### config.mk
export PLATFORM = sky130hd
export DESIGN_NAME = tc_event_channel
export DESIGN_NICKNAME = d
export VERILOG_FILES = /design/src/rtl/tc_evt_pkg.sv /design/src/rtl/tc_tick_sel.sv /design/src/rtl/tc_counter.sv /design/src/rtl/tc_irq_ctl.sv /design/src/rtl/tc_event_channel.sv
export SDC_FILE = /design/constraint.sdc
export NUM_CORES = 1
export LEC_CHECK = 0
export BUFFER_PORTS_ARGS = -buffer_cell sky130_fd_sc_hd__buf_2
export CORE_MARGIN = 5
export CORE_UTILIZATION = 55
export CTS_CLUSTER_SIZE = 16
export DETAILED_ROUTE_END_ITERATION = 6
export GPL_ROUTABILITY_DRIVEN = 1
export PLACE_DENSITY_LB_ADDON = 0.3
export SLEW_MARGIN = 0
export SYNTH_ARGS = -nofsm -noshare
export SYNTH_HDL_FRONTEND = slang
export SYNTH_HIERARCHICAL = 1
export SYNTH_SLANG_ARGS = --single-unit
### constraint.sdc
create_clock -name clk -period 3.3 [get_ports clk]
set_clock_uncertainty 0.05 [all_clocks]
set_input_delay 0.66 -clock clk [delete_from_list [all_inputs] [get_ports clk]]
set_output_delay 0.66 -clock clk [all_outputs]
set_load 0.005 [all_outputs]
### src/rtl/tc_evt_pkg.sv
// Package: shared constants and command type for the event timer channel.
// Assumes flag bit positions are fixed: compare in bit 0, overflow in bit 1.
package tc_evt_pkg;
    localparam int STAT_W  = 2;
    localparam int CMP_BIT = 0;
    localparam int OVF_BIT = 1;

    typedef struct packed {
        logic en;
        logic dis;
        logic trig;
    } ctl_cmd_t;
endpackage

### src/rtl/tc_tick_sel.sv
// Tick source selector: holds the source index from the mode register and
// forwards the chosen tick pulse. Assumes the ticks are single-cycle enables
// that are already synchronous to clk.
module tc_tick_sel #(
    parameter int N_SRC = 4,
    localparam int SEL_W = $clog2(N_SRC)
) (
    input  logic             clk,
    input  logic             rst_n,
    input  logic [N_SRC-1:0] tick_src,
    input  logic             mode_wr,
    input  logic [SEL_W-1:0] mode_sel,
    output logic             tick
);
    logic [SEL_W-1:0] sel_q;

    // Capture the source index on a mode write.
    always_ff @(posedge clk) begin
        if (!rst_n)       sel_q <= '0;
        else if (mode_wr) sel_q <= mode_sel;
    end

    generate
        if ((1 << SEL_W) == N_SRC) begin : g_pow2
            // Every index is valid: plain mux.
            always_comb tick = tick_src[sel_q];
        end else begin : g_range
            // Indices past the last source select no tick.
            always_comb tick = (32'(sel_q) < N_SRC) ? tick_src[sel_q] : 1'b0;
        end
    endgenerate
endmodule

### src/rtl/tc_counter.sv
// Counter core: up-counter with compare, reset-on-compare and
// stop-on-compare, started and stopped by control commands.
// Assumes a control write takes the whole cycle: no tick step that cycle.
module tc_counter
    import tc_evt_pkg::*;
#(
    parameter int CNT_W = 16
) (
    input  logic             clk,
    input  logic             rst_n,
    input  logic             tick,
    input  logic             mode_wr,
    input  logic             mode_stop,
    input  logic             mode_auto,
    input  logic             rc_wr,
    input  logic [CNT_W-1:0] rc_data,
    input  logic             ctl_wr,
    input  ctl_cmd_t         ctl_cmd,
    output logic [CNT_W-1:0] cnt,
    output logic             clk_on,
    output logic             cmp_hit,
    output logic             ovf_hit
);
    localparam logic [CNT_W-1:0] CNT_MAX = {CNT_W{1'b1}};

    logic             stop_q, auto_q;
    logic [CNT_W-1:0] rc_q;
    logic [CNT_W-1:0] cnt_nxt;
    logic             step;

    // Hold the stop and reset-on-compare settings.
    always_ff @(posedge clk) begin
        if (!rst_n) begin
            stop_q <= 1'b0;
            auto_q <= 1'b0;
        end else if (mode_wr) begin
            stop_q <= mode_stop;
            auto_q <= mode_auto;
        end
    end

    // Hold the compare value.
    always_ff @(posedge clk) begin
        if (!rst_n)     rc_q <= '0;
        else if (rc_wr) rc_q <= rc_data;
    end

    // Work out the next count and which events this step raises.
    always_comb begin
        step    = clk_on && tick && !ctl_wr;
        cnt_nxt = (auto_q && cnt == rc_q) ? '0 : cnt + 1'b1;
        cmp_hit = step && (cnt_nxt == rc_q);
        ovf_hit = step && !auto_q && (cnt == CNT_MAX);
    end

    // Counter and clock-enable state; control commands come first.
    always_ff @(posedge clk) begin
        if (!rst_n) begin
            cnt    <= '0;
            clk_on <= 1'b0;
        end else if (ctl_wr) begin
            if (ctl_cmd.dis)      clk_on <= 1'b0;
            else if (ctl_cmd.en)  clk_on <= 1'b1;
            if (ctl_cmd.trig)     cnt    <= '0;
        end else if (step) begin
            cnt <= cnt_nxt;
            if (cmp_hit && stop_q) clk_on <= 1'b0;
        end
    end

    // a compare in stop mode leaves the counter halted.
    a_r2_oneshot_halts: assert property (@(posedge clk) disable iff (!rst_n)
        (cmp_hit && stop_q) |=> !clk_on);

    // disable wins over enable in the same command.
    a_r6_dis_wins: assert property (@(posedge clk) disable iff (!rst_n)
        (ctl_wr && ctl_cmd.dis) |=> !clk_on);

    // a stopped counter holds its value without a command.
    a_r4_hold_when_off: assert property (@(posedge clk) disable iff (!rst_n)
        (!clk_on && !ctl_wr) |=> $stable(cnt));

    // in reset-on-compare mode the step after RC lands on zero.
    a_r1_wrap_after_rc: assert property (@(posedge clk) disable iff (!rst_n)
        (step && auto_q && cnt == rc_q) |=> (cnt == '0));
endmodule

### src/rtl/tc_irq_ctl.sv
// Flag and interrupt logic: sticky event flags cleared on status read,
// an enable mask set and cleared by separate writes, and the interrupt line.
// Assumes events and the read may land in the same cycle; the event wins.
module tc_irq_ctl
    import tc_evt_pkg::*;
(
    input  logic              clk,
    input  logic              rst_n,
    input  logic              cmp_hit,
    input  logic              ovf_hit,
    input  logic              ier_wr,
    input  logic [STAT_W-1:0] ier_data,
    input  logic              idr_wr,
    input  logic [STAT_W-1:0] idr_data,
    input  logic              sr_rd,
    output logic [STAT_W-1:0] flags,
    output logic              irq
);
    logic [STAT_W-1:0] evt;
    logic [STAT_W-1:0] mask_q;

    // Gather the event sources into flag positions.
    always_comb begin
        evt          = '0;
        evt[CMP_BIT] = cmp_hit;
        evt[OVF_BIT] = ovf_hit;
    end

    generate
        for (genvar b = 0; b < STAT_W; b++) begin : g_flag
            // Sticky flag: a read clears it, an event in the same cycle sets it.
            always_ff @(posedge clk) begin
                if (!rst_n)      flags[b] <= 1'b0;
                else if (evt[b]) flags[b] <= 1'b1;
                else if (sr_rd)  flags[b] <= 1'b0;
            end

            // Mask bit: disable write wins over enable write.
            always_ff @(posedge clk) begin
                if (!rst_n)                      mask_q[b] <= 1'b0;
                else if (idr_wr && idr_data[b])  mask_q[b] <= 1'b0;
                else if (ier_wr && ier_data[b])  mask_q[b] <= 1'b1;
            end
        end
    endgenerate

    // Interrupt whenever an enabled flag is pending.
    always_comb irq = |(flags & mask_q);

    // a read with no new event leaves every flag clear.
    a_r7_read_clears: assert property (@(posedge clk) disable iff (!rst_n)
        (sr_rd && !cmp_hit && !ovf_hit) |=> (flags == '0));

    // masking every source drops the interrupt line.
    a_r5_mask_all_quiet: assert property (@(posedge clk) disable iff (!rst_n)
        (idr_wr && idr_data == {STAT_W{1'b1}}) |=> !irq);
endmodule

### src/rtl/tc_event_channel.sv
// Top of the compare-match event timer channel: ties the tick selector,
// the counter core and the flag/interrupt logic together.
// Assumes all strobes are single-cycle and synchronous to clk.
module tc_event_channel
    import tc_evt_pkg::*;
#(
    parameter int CNT_W = 16,
    parameter int N_SRC = 4
) (
    input  logic                     clk,
    input  logic                     rst_n,
    input  logic [N_SRC-1:0]         tick_src,
    input  logic                     mode_wr,
    input  logic [$clog2(N_SRC)-1:0] mode_sel,
    input  logic                     mode_stop,
    input  logic                     mode_auto,
    input  logic                     rc_wr,
    input  logic [CNT_W-1:0]         rc_data,
    input  logic                     ctl_wr,
    input  logic                     ctl_en,
    input  logic                     ctl_dis,
    input  logic                     ctl_trig,
    input  logic                     ier_wr,
    input  logic [STAT_W-1:0]        ier_data,
    input  logic                     idr_wr,
    input  logic [STAT_W-1:0]        idr_data,
    input  logic                     sr_rd,
    output logic [STAT_W-1:0]        status,
    output logic                     irq,
    output logic [CNT_W-1:0]         count,
    output logic                     running
);
    logic     tick;
    logic     cmp_hit, ovf_hit;
    ctl_cmd_t cmd;

    // Pack the control strobes into one command.
    always_comb cmd = '{en: ctl_en, dis: ctl_dis, trig: ctl_trig};

    tc_tick_sel #(.N_SRC(N_SRC)) u_sel (
        .clk      (clk),
        .rst_n    (rst_n),
        .tick_src (tick_src),
        .mode_wr  (mode_wr),
        .mode_sel (mode_sel),
        .tick     (tick)
    );

    tc_counter #(.CNT_W(CNT_W)) u_cnt (
        .clk       (clk),
        .rst_n     (rst_n),
        .tick      (tick),
        .mode_wr   (mode_wr),
        .mode_stop (mode_stop),
        .mode_auto (mode_auto),
        .rc_wr     (rc_wr),
        .rc_data   (rc_data),
        .ctl_wr    (ctl_wr),
        .ctl_cmd   (cmd),
        .cnt       (count),
        .clk_on    (running),
        .cmp_hit   (cmp_hit),
        .ovf_hit   (ovf_hit)
    );

    tc_irq_ctl u_irq (
        .clk      (clk),
        .rst_n    (rst_n),
        .cmp_hit  (cmp_hit),
        .ovf_hit  (ovf_hit),
        .ier_wr   (ier_wr),
        .ier_data (ier_data),
        .idr_wr   (idr_wr),
        .idr_data (idr_data),
        .sr_rd    (sr_rd),
        .flags    (status),
        .irq      (irq)
    );

    // loading RC on a stopped channel does not start it.
    a_r8_rc_no_start: assert property (@(posedge clk) disable iff (!rst_n)
        (rc_wr && !running && !ctl_wr) |=> !running);
endmodule

## Yosys cells after proc, flatten, opt, wreduce, memory -nomap -nowiden

Index checks and enable logic that the tools add are counted.

| storage, ports and cells | value |
|---|---|
| logic and storage cells | 55 |
| bits in writable memories | 0 |
| latch bits | 0 |
| memories | 0 |
| bits in read-only memories | 0 |
| bits of input ports | 39 |
| register bits | 41 |

| cells by class | value |
|---|---|
| divide/modulo/power cells | 0 |
| reductions and logical operators | 22 |
| $add $sub $neg | 1 |
| bitwise gates (word level) | 2 |
| $lt $le $gt $ge | 1 |
| muxes and demuxes | 14 |
| multipliers | 0 |
| eq/ne operators | 5 |
| shift operators | 0 |

Operator list:

| kind | count |
|---|---|
| 16-bit two-way mux | 4 |
| 16-bit == test | 2 |
| 16-bit by 1-bit adder with 16-bit output, second input constant | 1 |
| 16-bit == test, second input constant | 1 |
| 1-bit logical AND | 11 |
| 1-bit two-way mux | 9 |
| 2-bit nonzero test | 4 |
| 2-bit OR reduction | 3 |
| 2-bit by 3-bit less-than comparator with 1-bit output, second input constant | 1 |
| 3-bit by 1-bit != test with 1-bit output, second input constant | 1 |
| 3-bit AND reduction | 1 |
| 2-bit AND | 1 |
| 1-bit binary-select mux with 2-bit select | 1 |
| 1-bit logical NOT | 2 |
| 2-bit by 1-bit != test with 1-bit output, second input constant | 1 |
| 2-bit AND reduction | 1 |
| 1-bit NOT | 1 |

## Depth between registers and ports, before layout

Gate-level depths: netlist (run 1).

| logic depth | value |
|---|---|
| depth after elaboration | 9 |
| gate-level depth with buffers | 10 |
| gate-level depth less buffers | 9 |

## Hierarchy

The synthesis (run 1) kept the hierarchy.

Modules (own cells, without submodules):

| module | area each (um^2) | times used | cells an instance |
|---|---|---|---|
| tc_counter | 2,578.7 | 1 | 309 |
| tc_irq_ctl | 145.1 | 1 | 14 |
| tc_tick_sel | 95.1 | 1 | 7 |

## Least setup slack after synthesis (run 1)

Ideal clock, no wire load.

| timing | value |
|---|---|
| path kind | input port to flip-flop |
| start | in tick_src[1] |
| end | reg u_cnt.clk_on |
| data required time | 3.114 ns |
| slack | 0.828 ns |
| arrival time | 2.287 ns |
| library setup time | 0.136 ns |
| cell stages on the path | 8 |
| buffers on the path | 0 |
| cells stage by stage | mux4_2 > nand3b_1 > a221o_1 > a221o_1 > a221oi_1 > o2111ai_1 > a211oi_1 > a41oi_2 |

| between the ends | value |
|---|---|
| word-level cells in the longest chain between the ends | 8 |
| elaborated cells between the ends (all ways) | 9 |

RTL lines:

| item | line | source |
|---|---|---|
| start: declaration | tc_event_channel.sv:12 | `input logic [N_SRC-1:0] tick_src,` |
| 1-bit binary-select mux with 2-bit select * | tc_tick_sel.sv:26 | `always_comb tick = tick_src[sel_q];` |
| 1-bit two-way mux (not written as such) * | tc_tick_sel.sv:26 |  |
| 1-bit logical AND * (2 in series) | tc_counter.sv:50 | `step = clk_on && tick && !ctl_wr;` |
| 1-bit logical AND | tc_counter.sv:52 | `cmp_hit = step && (cnt_nxt == rc_q);` |
| 1-bit logical AND | tc_counter.sv:67 | `if (cmp_hit && stop_q) clk_on <= 1'b0;` |
| 2-bit nonzero test (no line) | n/a |  |
| 3-bit AND reduction (no line) * | n/a |  |
| end signal: assignment | tc_counter.sv:60 | `clk_on <= 1'b0;` |
| end signal: assignment | tc_counter.sv:62 | `if (ctl_cmd.dis) clk_on <= 1'b0;` |
| end signal: assignment | tc_counter.sv:67 |  |
| end: declaration | tc_counter.sv:20 | `output logic clk_on,` |

Every way passes the cells marked *; elsewhere a longest branch is shown, timed or not. The select of a mux whose other input is x is not followed.
A chain may end at the register's enable or synchronous reset.

## Worst setup path after layout (run 1)

| timing | value |
|---|---|
| start | reg u_cnt.cnt[2] |
| end | reg u_irq.flags[0] |

| between the ends | value |
|---|---|
| word-level cells in the longest chain between the ends | 6 |
| elaborated cells between the ends (all ways) | 8 |

RTL lines:

| item | line | source |
|---|---|---|
| start: declaration | tc_counter.sv:19 | `output logic [CNT_W-1:0] cnt,` |
| start signal: assignment | tc_counter.sv:66 | `cnt <= cnt_nxt;` |
| branches (longest 2 deep; another with 16-bit by 1-bit adder with 16-bit output) | n/a |  |
| 16-bit two-way mux * | tc_counter.sv:51 | `cnt_nxt = (auto_q && cnt == rc_q) ? '0 : cnt + 1'b1;` |
| 16-bit == test * | tc_counter.sv:52 |  |
| 1-bit logical AND * | tc_counter.sv:52 |  |
| via cmp_hit | tc_event_channel.sv:34 | `logic cmp_hit, ovf_hit;` |
| 1-bit two-way mux / 2-bit nonzero test (equally long branches) | n/a |  |
| end signal: indexed assignment | tc_irq_ctl.sv:33 | `if (!rst_n) flags[b] <= 1'b0;` |
| end signal: indexed assignment | tc_irq_ctl.sv:34 | `else if (evt[b]) flags[b] <= 1'b1;` |
| end signal: indexed assignment | tc_irq_ctl.sv:35 | `else if (sr_rd) flags[b] <= 1'b0;` |
| end: declaration | tc_irq_ctl.sv:16 | `output logic [STAT_W-1:0] flags,` |

Mark *: on every way through the listed nets, which the timed path passes.

==> results of run 1 <==
-- final timing paths --
| kind | startpoint | slack, ns | to |
|---|---|---|---|
| hold / removal | u_cnt/stop_q | 0.48 | u_cnt/stop_q |
| setup / recovery | u_cnt/cnt[2] | 0.38 | u_irq/flags[0] |
| setup reg to reg | u_cnt/cnt[2] | 0.38 | u_irq/flags[0] |
| hold reg to reg | u_cnt/stop_q | 0.48 | u_cnt/stop_q |
-- critical path, delay by kind of cell (launching register included) --
kind             cells  cell delay (ns)
AO/OA/AOI/OAI        4             0.77
XOR/XNOR             1             0.27
flip-flops           1             0.60
AND/OR/NAND/NOR      3             1.17
-- final cells by class --
cell class | count | area share, %
repair buffers | 59 | 9.28
well taps | 70 | 2.73
multi-input cells | 262 | 57.5
clock inverters | 3 | 2.15
inverters | 5 | 0.585
flip-flops and latches | 41 | 25.6
clock buffers | 5 | 2.15
-- per-stage QoR --
| step | std cells | cell area (um^2) | util, % |
|---|---|---|---|
| detailed placement | 437 | 3070 | 60.9 |
| CTS | 445 | 3210 | 63.6 |
| global placement | 437 | 3070 | 60.9 |
| floorplan | 330 | 2820 | - |
| finish | 445 | 3210 | 63.6 |
| global route | 445 | 3210 | 63.6 |
-- report_power, final --
group	total (mW)	switching (mW)	leakage [nW]	internal (mW)
sequential	0.539	0.0284	0.335	0.511
combinational	0.148	0.0739	0.853	0.0744
clock	0.497	0.193	0.0687	0.305
total	1.18	0.295	1.26	0.890
-- flip-flops by register name, indices dropped and copies added (netlist names) --
signal,cells
u_cnt/stop_q,1
u_sel/sel_q,2
u_cnt/auto_q,1
u_cnt/clk_on,1
u_cnt/cnt,16
u_irq/flags,2
u_irq/mask_q,2
u_cnt/rc_q,16
-- cell usage after synthesis (8+ instances only) --
| master | n |
|---|---|
| nand2_1 | 26 |
| nor3_1 | 9 |
| mux2i_1 | 24 |
| xnor2_1 | 20 |
| a21boi_0 | 9 |
| buf_2 | 8 |
| nor2_1 | 13 |
| nor2b_1 | 27 |
| nand3_1 | 13 |
| o21ai_0 | 14 |
| dfxtp_1 | 41 |
| xor2_1 | 8 |
| nand4_1 | 10 |
-- metal layers --
| metal | routed length, um | GRT usage (%) | part of all wire, % |
|---|---|---|---|
| met5 | 0 | 0 | 0 |
| met4 | 231 | 10.5 | 2.8 |
| met2 | 3750 | 41.4 | 46 |
| met3 | 734 | 6.36 | 9.0 |
| met1 | 3410 | 32.8 | 42 |
-- cell families (layout without fill, tap and decap cells) --
family / Yosys count / count (layout) / share of synthesized area [%]
and+or+nand+nor: 139 / 139 / 28.9
AOI/OAI and AO/OA: 68 / 68 / 17.6
DFF: 41 / 41 / 29.1
xor gates and xnor gates: 29 / 29 / 9.28
buffers and inverters: 27 / 72 / 5.42
muxes: 25 / 25 / 9.32
adders and majority gates: 1 / 1 / 0.444
-- cell usage in the layout (no fill, tap or decap), types with 3 or more instances in the layout --
master	netlist	layout
o21a_1	7	7
clkbuf_8	0	5
xnor2_1	20	20
a21bo_2	3	3
buf_2	8	58
or3_1	4	4
nor4_1	7	7
nor3_1	9	9
inv_1	5	5
nor2_1	13	13
a21boi_0	9	9
xor2_1	8	8
o21ai_0	14	14
and2_1	4	4
a21oi_1	7	7
nand4_1	10	10
a211oi_1	3	3
dfxtp_1	41	41
nand2b_1	3	3
nand2_1	26	26
nand3_1	13	13
nor2b_1	27	27
nand3b_1	4	4
mux2i_1	24	24
==> results.toml, run 1 <==
[pwr]
p_leak_nw = 1.26
power.total_mw = 1.18
ir_drop_mv = 0.203
power_density_nw_per_um2 = 369

[critical_path]
max_stage_delay_ns = 0.63
start_kind = "flop"
criticalPathCategory = "reg2reg"
cp.arrival_ns = 3.12
critPathSlowestCell = "or4_1"
required_ns = 3.50
end_kind = "flop"
worstPathCellList = "nand4_4 -> or4_1 -> xor2_1 -> o221ai_1 -> o21ai_1 -> a21bo_1 -> nor4bb_1 -> o21a_1"
cp_max_fo = 10
reg2regPathDepth = 8

[global_route]
overflow = 0
antenna_found_initial = 0
grt_pass1_wl_um = 13200
grt_use_total_pct = 25.7
grt_max_degree = 41
grt_pass1_vias = 2659

[layout]
finalNetCount = 414
diodes = 0
register_area_um2 = 821
area_delta_synth_final_pct = 13.8
drive_above_1_share_pct = 22.4
multiInputGateArea_um2 = 1850
fill_cells = 439

[detailed_routing]
drtPass1Iterations = 5
vias_per_cell = 6.19
totalWireLength_um = 8120
route.detailed.drc = 0
routedWlPerCell_um = 18.3
drt_iter0_drc = 314
ant_nets = 0
dr_total_vias = 2753

[yosys]
synth_area_per_cell_um2 = 8.54
synth_largest_area_cell = "dfxtp_1"
ys_async_sr_fraction_pct = 0
synthCells = 330
synth_top_area_share_pct = 29.1
ys.flop_type = "dfxtp_1"
synth_area_leaders = "dfxtp_1, mux2i_1, xnor2_1"
yosysWarnings = 6
synth-seq-cells = 41
synth_seq_area_share_pct = 29.1
netlist_area_um2 = 2820
synth-edff-count = 0
synthDistinctLibCells = 62
synth_nets = 370

[clocking]
clock_latency_ns = 0.30
cts_hold_buf = 0
cts_buffers = 5
clk_transition_reported_paths_ns = 0.09
post_cts_buffers = 0
cts_tree = "yes"
cts.sinks = 41
ctsLongestPathBuffers = 2
clockRootBuffer = "clkbuf_8"
cts_resized = 0
htreeDepth = 2

[min_path]
hold_depth = 2
hp-class = "reg2reg"

[flow_run]
cap_violations = 0

[timing]
post-route-min-period_ns = 2.92
slew_violations = 0
clock.fmax_ghz = 0.342
rsz0062_at_grt = "no"
tightestPinTransition_ns = 0.599
hold_viol_final = 0
fin_ws_ns = 0.380
fin_crit_sh_pct = 88.5
finalSetupViolCount = 0
hold_ws_ns = 0.482
tns_ns = 0
maxSlewHeadroom_pct = 60.1

[die]
placement_rows = 26
die_area_um2 = 6660
start_util_pct = 55.9
coreArea_um2 = 5040
die_x_um = 81.6
die_h_um = 81.6
io_pins = 59

[run_status]
outcome = "completed"

[placement]
place_ws_ns = 0.557
port_buffers = 58
gp_congestion = 0.943
hpwl_um = 6020
Power figures use the tool's default switching activity.
==> inputs of run 2 (changes only) <==
--- a/config.mk
+++ b/config.mk
@@ -11,7 +11,7 @@
 export CTS_CLUSTER_SIZE = 16
 export DETAILED_ROUTE_END_ITERATION = 6
 export GPL_ROUTABILITY_DRIVEN = 1
-export PLACE_DENSITY_LB_ADDON = 0.3
+export PLACE_DENSITY = 0.87
 export SLEW_MARGIN = 0
 export SYNTH_ARGS = -nofsm -noshare
 export SYNTH_HDL_FRONTEND = slang
==> run 2 against run 1 <==
The flow now finishes with violations (design-rule violations). Worst hold slack gained 0.0021 ns. Clock power shrank 13%. First-iteration DRC count shrank 35%. Total power shrank 5.9%. Wire length shrank 6.2%. Critical path type unchanged. Largest power group unchanged.
==> results.toml, run 2 (synthesized netlist as in run 1, its figures left out) <==
[critical_path]
endpoint = "u_cnt/clk_on"
cp.arrival_ns = 2.95
worstPathCellList = "ha_1 -> nand3_1 -> xor2_1 -> a221o_1 -> a221oi_1 -> o2111ai_1 -> a211oi_1 -> a41oi_2"
start_kind = "flop"
reg2reg_from = "u_cnt/cnt[0]"
crit_start = "u_cnt/cnt[0]"
cp_max_fo = 11
max_stage_delay_ns = 0.63
end_kind = "flop"
r2r_setup_slack_ns = 0.47
worstReg2RegEnd = "u_cnt/clk_on"
required_ns = 3.42
reg2regPathDepth = 8
criticalPathCategory = "reg2reg"
critPathSlowestCell = "dfxtp_1"

[clocking]
cts_buffers = 5
clockRootBuffer = "clkbuf_8"
cts_hold_buf = 0
cts.sinks = 41
post_cts_buffers = 0
cts_resized = 0
clock_latency_ns = 0.30
htreeDepth = 2
cts_tree = "yes"
ctsLongestPathBuffers = 2
clk_transition_reported_paths_ns = 0.08

[timing]
fin_crit_sh_pct = 85.7
tns_ns = 0
post-route-min-period_ns = 2.83
hold_viol_final = 0
hold_ws_ns = 0.484
clock.fmax_ghz = 0.353
slew_violations = 0
maxSlewHeadroom_pct = 62.5
finalSetupViolCount = 0
tightestPinTransition_ns = 0.563
rsz0062_at_grt = "no"

[detailed_routing]
drtPass1Iterations = 7
routedWlPerCell_um = 17.1
drt_iter0_drc = 203
dr_total_vias = 2651
route.detailed.drc = 1
vias_per_cell = 5.96
totalWireLength_um = 7620
ant_nets = 0

[die]
die_x_um = 81.6
io_pins = 59
die_area_um2 = 6660
die_h_um = 81.6
placement_rows = 26
coreArea_um2 = 5040
start_util_pct = 55.9

[pwr]
clkPwrFrac_pct = 38.5
power.total_mw = 1.11
p_int_mw = 0.831
swShare_pct = 25.4
power_density_nw_per_um2 = 349
comb_power_share_pct = 13.1
ir_drop_mv = 0.228
p_leak_nw = 1.25
power.switching_mw = 0.283
p_seq_share_pct = 48.4

[placement]
dp_cells = 437
gp_congestion = 0.952
hpwl_um = 5770
dpl_cell_area_um2 = 3070
port_buffers = 58

[layout]
top_regs = "u_cnt/cnt (16), u_cnt/rc_q (16)"
stdcell_count = 445
final_common_cell = "buf_2"
finalInstanceArea_um2 = 3190
fill_cells = 438
final_cell_mix = "buf_2, dfxtp_1, nor2b_1"
finalNetCount = 414
diodes = 0
drive_above_1_share_pct = 22.4
area_delta_synth_final_pct = 13.2

[run_status]
violations = "design-rule violations"
outcome = "finished with violations"

[global_route]
antenna_found_initial = 0
grt_pass1_vias = 2463
grt_pass1_wl_um = 12100
overflow = 0
grt_use_total_pct = 23.4
grt_max_degree = 41

[flow_run]
cap_violations = 0

[min_path]
hp-class = "in2reg"
## run 2: cell type report
class / count / area [um^2] / share of cell area [%]
Sequential cell: 41 / 821 / 25.7
Tap cell: 70 / 87.6 / 2.75
Timing Repair Buffer: 59 / 298 / 9.33
Clock buffer: 6 / 82.6 / 2.59
Clock inverter: 2 / 37.5 / 1.18
Inverter: 5 / 18.8 / 0.588
Multi-Input combinational cell: 262 / 1850 / 57.8
## run 2: worst min path at each step
stage                                from              end  slack (ns)  cells after the start
final                         idr_data[0]  u_irq/mask_q[0]        0.48                      2
after global routing          idr_data[0]  u_irq/mask_q[0]        0.47                      2
after CTS                     idr_data[0]  u_irq/mask_q[0]        0.48                      2
after detailed placement  u_irq/mask_q[0]  u_irq/mask_q[0]        0.46                      2
after global placement    u_irq/mask_q[0]  u_irq/mask_q[0]        0.46                      2
after floorplan              u_cnt/stop_q     u_cnt/stop_q        0.43                      2
## run 2: power groups by stage
stage               logic, mW  registers (mW)  clock network, mW
floorplan               0.106           0.537                  0
global placement        0.144           0.550                  0
detailed placement      0.144           0.550                  0
CTS                     0.145           0.538              0.437
global route            0.163           0.542              0.462
finish                  0.146           0.539              0.430
## run 2: per-layer routing
| metal | track usage [%] | wire [um] |
|---|---|---|
| met1 | 32.2 | 3430 |
| met2 | 35.0 | 3300 |
| met3 | 4.50 | 591 |
| met4 | 11.1 | 302 |
| met5 | 0 | 0 |
## run 2: critical path: cells and delay by family (launching register included)
family / cells / cell delay [ns]
and+or+nand+nor: 1 / 0.19
DFF: 1 / 0.63
xor gates and xnor gates: 1 / 0.21
adders and majority gates: 1 / 0.46
AOI/OAI and AO/OA: 5 / 1.17
## run 2: metrics by stage
stage	setup WS (ns)	utilization (%)
global placement	0.637	60.9
finish	0.471	63.3
detailed placement	0.538	60.9
CTS	0.529	63.3
floorplan	0.828	-
global route	0.303	63.3
